**config.mk**
```make
export PLATFORM = sky130hd
export DESIGN_NAME = fir_csd_sym
export DESIGN_NICKNAME = d
export VERILOG_FILES = /design/src/rtl/fir_csd_pkg.sv /design/src/rtl/fir_tapline.sv /design/src/rtl/fir_csd_weight.sv /design/src/rtl/fir_sum.sv /design/src/rtl/fir_csd_sym.sv
export SDC_FILE = /design/constraint.sdc
export NUM_CORES = 1
export LEC_CHECK = 0
export BUFFER_PORTS_ARGS = -buffer_cell sky130_fd_sc_hd__buf_2
export CAP_MARGIN = 25
export CELL_PAD_IN_SITES_DETAIL_PLACEMENT = 0
export CELL_PAD_IN_SITES_GLOBAL_PLACEMENT = 1
export CORE_MARGIN = 3
export CORE_UTILIZATION = 50
export DETAILED_ROUTE_END_ITERATION = 7
export HOLD_SLACK_MARGIN = 0.05
export PLACE_DENSITY_LB_ADDON = 0.1
export SYNTH_ARGS = -nofsm -noshare
export SYNTH_HDL_FRONTEND = slang
export SYNTH_SLANG_ARGS = --single-unit
```
**constraint.sdc**
```tcl
create_clock -name clk -period 9.3 [get_ports clk]
set_input_delay 0.465 -clock clk [delete_from_list [all_inputs] [get_ports clk]]
set_output_delay 0.465 -clock clk [all_outputs]
set_load 0.005 [all_outputs]
```
**src/rtl/fir_csd_pkg.sv**
```systemverilog
package fir_csd_pkg;
  localparam int MAX_DIGITS = 32;
  typedef logic [MAX_DIGITS-1:0] digit_mask_t;

  function automatic int nz_count(input digit_mask_t p, input digit_mask_t n);
    int c;
    c = 0;
    for (int i = 0; i < MAX_DIGITS; i++) if (p[i] || n[i]) c++;
    return c;
  endfunction

  // position of the m-th nonzero digit (0-based), -1 if none
  function automatic int nth_nz(input digit_mask_t p, input digit_mask_t n, input int m);
    int c;
    int r;
    c = 0;
    r = -1;
    for (int i = 0; i < MAX_DIGITS; i++) begin
      if (p[i] || n[i]) begin
        if (c == m && r < 0) r = i;
        c++;
      end
    end
    return r;
  endfunction

  function automatic longint csd_value(input digit_mask_t p, input digit_mask_t n);
    longint v;
    v = 0;
    for (int i = 0; i < MAX_DIGITS; i++) begin
      if (p[i]) v = v + (longint'(1) <<< i);
      if (n[i]) v = v - (longint'(1) <<< i);
    end
    return v;
  endfunction

  function automatic int ceil_div(input int a, input int b);
    return (a + b - 1) / b;
  endfunction
endpackage

```
**src/rtl/fir_tapline.sv**
```systemverilog
module fir_tapline
  import fir_csd_pkg::*;
#(
  parameter int N  = 7,
  parameter int IW = 12,
  parameter int NH = (N + 1) / 2,
  parameter int PW = IW + 1
) (
  input  logic                   clk,
  input  logic                   rst_n,
  input  logic                   shift_en,
  input  logic signed [IW-1:0]   din,
  input  logic                   pre_en,
  output logic [NH*PW-1:0]       pre_q
);
  logic signed [IW-1:0] tap_q [N];
  logic signed [IW-1:0] tap_d [N];
  logic [NH*PW-1:0]     pre_d;

  always_comb begin
    tap_d = tap_q;
    if (shift_en) begin
      tap_d[0] = din;
      for (int i = 1; i < N; i++) tap_d[i] = tap_q[i-1];
    end
  end

  always_ff @(posedge clk or negedge rst_n) begin
    if (!rst_n) begin
      for (int i = 0; i < N; i++) tap_q[i] <= '0;
    end else if (shift_en) begin
      tap_q <= tap_d;
    end
  end

  for (genvar k = 0; k < NH; k++) begin : g_pair
    if ((N % 2 == 1) && (k == NH - 1)) begin : g_mid
      assign pre_d[k*PW +: PW] = {tap_q[k][IW-1], tap_q[k]};
    end else begin : g_add
      assign pre_d[k*PW +: PW] = {tap_q[k][IW-1], tap_q[k]}
                               + {tap_q[N-1-k][IW-1], tap_q[N-1-k]};
    end
  end

  always_ff @(posedge clk or negedge rst_n) begin
    if (!rst_n)      pre_q <= '0;
    else if (pre_en) pre_q <= pre_d;
  end
endmodule

```
**src/rtl/fir_csd_weight.sv**
```systemverilog
module fir_csd_weight
  import fir_csd_pkg::*;
#(
  parameter int PW  = 13,
  parameter int AW  = 25,
  parameter int CW  = 8,
  parameter int S   = 2,
  parameter int TPS = 2,
  parameter logic [CW-1:0] POS = '0,
  parameter logic [CW-1:0] NEG = '0
) (
  input  logic                 clk,
  input  logic                 rst_n,
  input  logic [S-1:0]         stage_en,
  input  logic signed [PW-1:0] op_in,
  output logic signed [AW-1:0] part_out
);
  localparam digit_mask_t PM = digit_mask_t'(POS);
  localparam digit_mask_t NM = digit_mask_t'(NEG);

  for (genvar j = 0; j < S; j++) begin : stg
    logic signed [AW-1:0] acc_in;
    logic signed [AW-1:0] acc_d;
    logic signed [AW-1:0] acc_q;
    logic signed [PW-1:0] op_cur;
    logic signed [AW-1:0] ext;
    int                   idx;

    if (j == 0) begin : g_first
      assign acc_in = '0;
      assign op_cur = op_in;
    end else begin : g_next
      assign acc_in = stg[j-1].acc_q;
      assign op_cur = stg[j-1].g_op.op_q;
    end

    // nonzero digits j*TPS .. j*TPS+TPS-1 are applied in this stage
    always_comb begin
      ext   = AW'(op_cur);
      acc_d = acc_in;
      for (int t = 0; t < TPS; t++) begin
        idx = nth_nz(PM, NM, j * TPS + t);
        if (idx >= 0) begin
          if (NEG[idx]) acc_d = acc_d - (ext <<< idx);
          else          acc_d = acc_d + (ext <<< idx);
        end
      end
    end

    always_ff @(posedge clk or negedge rst_n) begin
      if (!rst_n)           acc_q <= '0;
      else if (stage_en[j]) acc_q <= acc_d;
    end

    if (j < S - 1) begin : g_op
      logic signed [PW-1:0] op_q;
      always_ff @(posedge clk or negedge rst_n) begin
        if (!rst_n)           op_q <= '0;
        else if (stage_en[j]) op_q <= op_cur;
      end
    end
  end

  assign part_out = stg[S-1].acc_q;
endmodule

```
**src/rtl/fir_sum.sv**
```systemverilog
module fir_sum #(
  parameter int NH = 4,
  parameter int AW = 25
) (
  input  logic                 clk,
  input  logic                 rst_n,
  input  logic                 en,
  input  logic [NH*AW-1:0]     parts,
  output logic signed [AW-1:0] sum_q
);
  logic signed [AW-1:0] sum_d;

  always_comb begin
    sum_d = '0;
    for (int k = 0; k < NH; k++) sum_d = sum_d + $signed(parts[k*AW +: AW]);
  end

  always_ff @(posedge clk or negedge rst_n) begin
    if (!rst_n)  sum_q <= '0;
    else if (en) sum_q <= sum_d;
  end
endmodule

```
**src/rtl/fir_csd_sym.sv**
```systemverilog
module fir_csd_sym
  import fir_csd_pkg::*;
#(
  parameter int N   = 7,
  parameter int IW  = 12,
  parameter int CW  = 8,
  parameter int TPS = 2,
  parameter logic [((N+1)/2)*CW-1:0] POS = {8'h41, 8'h20, 8'h08, 8'h01},
  parameter logic [((N+1)/2)*CW-1:0] NEG = {8'h14, 8'h09, 8'h01, 8'h04},
  parameter int OW  = IW + CW + $clog2(N) + 2
) (
  input  logic                 clk,
  input  logic                 rst_n,
  input  logic                 in_valid,
  input  logic signed [IW-1:0] in_sample,
  output logic                 out_valid,
  output logic signed [OW-1:0] out_sample
);
  localparam int NH = (N + 1) / 2;
  localparam int PW = IW + 1;

  function automatic int max_stages();
    int m;
    int s;
    m = 1;
    for (int k = 0; k < NH; k++) begin
      s = ceil_div(nz_count(digit_mask_t'(POS[k*CW +: CW]),
                            digit_mask_t'(NEG[k*CW +: CW])), TPS);
      if (s > m) m = s;
    end
    return m;
  endfunction

  localparam int S   = max_stages();
  localparam int LAT = S + 3;

  logic [S+2:0]     vq;
  logic [S+2:0]     vq_d;
  logic [NH*PW-1:0] pre;
  logic [NH*OW-1:0] parts;

  always_comb vq_d = {vq[S+1:0], in_valid};

  always_ff @(posedge clk or negedge rst_n) begin
    if (!rst_n) vq <= '0;
    else        vq <= vq_d;
  end

  fir_tapline #(.N(N), .IW(IW), .NH(NH), .PW(PW)) u_taps (
    .clk(clk), .rst_n(rst_n), .shift_en(in_valid), .din(in_sample),
    .pre_en(vq[0]), .pre_q(pre)
  );

  for (genvar k = 0; k < NH; k++) begin : g_coef
    fir_csd_weight #(
      .PW(PW), .AW(OW), .CW(CW), .S(S), .TPS(TPS),
      .POS(POS[k*CW +: CW]), .NEG(NEG[k*CW +: CW])
    ) u_w (
      .clk(clk), .rst_n(rst_n), .stage_en(vq[S:1]),
      .op_in(pre[k*PW +: PW]), .part_out(parts[k*OW +: OW])
    );
  end

  fir_sum #(.NH(NH), .AW(OW)) u_sum (
    .clk(clk), .rst_n(rst_n), .en(vq[S+1]), .parts(parts), .sum_q(out_sample)
  );

  assign out_valid = vq[S+2];
endmodule

```
==> summary.md <==
| Metric | Value |
|---|---|
| Core ar. | between 30000 and 40000 sq um |
| Share of the yosys chip area belonging to registers | between 40% and 50% |
| Nature of the critical path endpoint | register |
| Full die area | ~43000 sq um |
| Row Count | 73 |
| N_diodes | 0 |
| Routability-driven placement congestion ratio | roughly 0.84 |
| Area grow syn2layout | 10.55% |
| Worst-Margin Slew | between 0.9 and 1 ns |
| Worst clock skew | between 0.015 and 0.02 ns |
| Post-synth top flop | dfrtp_1 |
| Post-DP HPWL | about 34000 um |
| Netlist cell types | between 70 and 80 |
| Hold path endpoint | u_taps.tap_q[73] |
| Reg2reg end | u_sum.sum_q[24] |
| Initial antenna violation count | 0 |
| Max-cap violations | 0 |
| Drt initial violations | around 700 |
| CTS Root Cell | clkbuf_16 |
| CTS tree | yes |
| Drt first pass iters | 5 |
| Post-Syn Nets | approximately 2200 |
| Setup TNS | 0 ns |
| Final setup fails | 0 |
| R2r startpoint | g_coef[0].u_w.part_out[23] |
| All-Layer GR Usage | about a fifth |
| CTS buffer count | between 40 and 50 |
| Worst-path clk slew | approximately 0.060 ns |
| Initial Util | roughly half |
| Fmax | ~270 MHz |
| Hold Startpoint | in_sample[1] |
| Synthesized instance count | approximately 2000 |
| ANT nets after route | 0 |
| Register area | between 8000 and 9000 sq um |
| Minimum clock period | 3.718 ns |
| Post-Route WL | between 40000 and 50000 um |
| Critical Path Source Type | register |
| Area leader, netlist | dfrtp_1 |
| Multi-input logic area | approximately 11000 sq um |
| Global-route wire length before repair | 75090 um |
| Die width | roughly 210 um |
| Fin crit share | approximately two fifths |
| Kind of critical path | register to register |
| WP data arrival | ~4.2 ns |
| GR Overflow Total | 0 |
| Fin nets | approximately 2300 |
| Die H | 207.5 um |
| Mapped Area | about 20000 sq um |
| Wire length per cell | approximately 18 um |
| Critical path's largest stage delay | between 0.5 and 0.6 ns |
| Req. time, crit path | 9.73 ns |
| Mean Syn Cell Area | slightly above 10 sq um |
| Largest net degree at the start of global routing | 96 |
| Filler cells | ~3500 |
| Number of global-route vias before repair | between 10000 and 15000 |
| Register-to-Register Path Depth | 12 |
| DR DRC count | 0 |
| Hold Vio Cnt, Final | 0 |
| Quantity of gates resized following cts | 0 |
| RSZ-0062 raised after global routing | no |
| Status | finished, final reports clean |
| Port bufs | 40 |
| Share of flip-flops with an asynchronous set or reset | 100.0% |
| Hold Path Depth | 3 |
| Worst-Skew Late Latency | roughly 0.55 ns |
| # H-tree levels | 2 |
| Class of the most critical hold timing path | input pin to register |
| Post-CTS Setup Inserts | 0 |
| Worst relative slew slack | ~39% |
| Setup slack, reg-to-reg | 5.58 ns |
| Synth top area share | about two fifths |
| Share of cells above drive strength 1 | 14.31% |
| Commonest non-fill, non-tap cell in the layout | dfrtp_1 |
| Vias after detailed routing | around 14000 |
| Slew Viols, Final | 0 |
| CTS sink cnt | between 300 and 400 |
| Post-synth EDFFs | 0 |
| Crit path cell chain | inv_1 > fa_1 > fa_1 > inv_1 > ha_1 > o21a_1 > nor2_1 > a21oi_1 > a221o_1 > a31oi_1 > mux2i_1 > nand2_1 |
| Most frequent cells in the layout | 332 x dfrtp_1, 251 x inv_1, 170 x nand2_1, 159 x ha_1, 156 x o21ai_0 |
| Crit Path Max Fanout | 9 |
| Slowest-stage cell, CP | fa_1 |
| Yosys Warn Count | 0 |
| DR vias/cell | 5.407 |
| Clk buf depth | 3 |
| Top cells by area, synth | dfrtp_1 41%, ha_1 9.8%, mux2_2 8.3% |
| Seq cells post-synth | 335 |
| Io pins | 41 |
stage by stage:
step	cell area (sq um)	utilization, %	worst slack, ns	cells	hold slack, ns
after floorplan	20300	-	5.914	1991	0.1694
after global placement	21010	52.65	5.666	2505	0.4645
after detailed placement	21010	52.65	5.563	2505	0.4774
after CTS	22410	56.15	5.555	2578	0.08385
after global routing	22440	56.21	5.337	2579	0.1174
final	22440	56.21	5.582	2579	0.1193
per-layer routing:
layer	up-vias	part of all wire, %	global-route usage, %
met2	188	47	35.36
li1	6957	-	-
met4	0	2.3	5.922
met3	66	3.4	2.750
met5	-	0	0
met1	6733	48	29.92
registers in the layout, summed over array words and instances (netlist names):
name / cells
g_coef.u_w.part_out: 83
u_taps.pre_d: 12
u_taps.tap_q: 72
g_coef.u_w.stg.acc_q: 65
vq: 5
u_taps.pre_q: 51
u_sum.sum_q: 25
g_coef.u_w.stg.g_op.op_q: 22
cells in the mapped netlist, drive strengths merged (6+ instances only):
cell,number
a31oi,13
inv,252
a21o,33
or3,18
o211ai,8
a21oi,106
nand4,11
o221ai,6
xor2,17
and3,10
a211oi,15
clkbuf,47
o311ai,7
o21ai,168
nand2,170
nor4,7
nand3,15
o31ai,18
or2,8
nor2b,20
o21a,35
mux2,149
xnor2,63
dfrtp,335
nor2,76
nor3,25
mux2i,16
fa,65
ha,159
buf,13
nand3b,14
a21boi,18
logic make-up after synthesis:
group           synth area share, %
mux                           9.056
compound gates                14.81
flops                         41.30
simple gates                  9.364
xor+xnor                      3.452
buf+inv                       5.801
fa+ha+maj                     16.21
critical path: cells and delay by family, from the launching register on:
family	cells	cell delay (ns)
AO/OA/AOI/OAI	4	0.92
adder cells (fa/ha/maj)	3	1.39
buffers and inverters	2	0.43
flip-flops	1	0.41
multiplexers	1	0.23
AND/OR/NAND/NOR	2	0.21
repair_timing:
item,CTS,global route
endpoints found under the hold margin,92,0
setup endpoints to repair,0,0
hold buffers,1,0
final cells by class:
type | count | area share [%]
clock inverter | 14 | 0.8699
clock buffer | 58 | 5.309
multi-input combinational | 1343 | 47.84
timing repair buffer | 51 | 1.416
inverter | 253 | 4.232
tap | 525 | 2.928
sequential | 335 | 37.40
how the worst max path moves through the flow:
| stage | start | to | slack, ns | cells after the start |
|---|---|---|---|---|
| final | g_coef[0].u_w.part_out[23] | u_sum.sum_q[24] | 5.58 | 12 |
| after global routing | g_coef[0].u_w.part_out[23] | u_sum.sum_q[24] | 5.34 | 12 |
| after CTS | g_coef[0].u_w.part_out[23] | u_sum.sum_q[24] | 5.55 | 12 |
| after detailed placement | g_coef[0].u_w.part_out[23] | u_sum.sum_q[24] | 5.56 | 12 |
| after global placement | g_coef[0].u_w.part_out[23] | u_sum.sum_q[24] | 5.67 | 12 |
| after floorplan | g_coef[0].u_w.part_out[23] | u_sum.sum_q[24] | 5.91 | 12 |
Power is left out: the tool's default activity adds up to more than one toggle a clock period on the data nets, which glitch-free logic cannot reach.
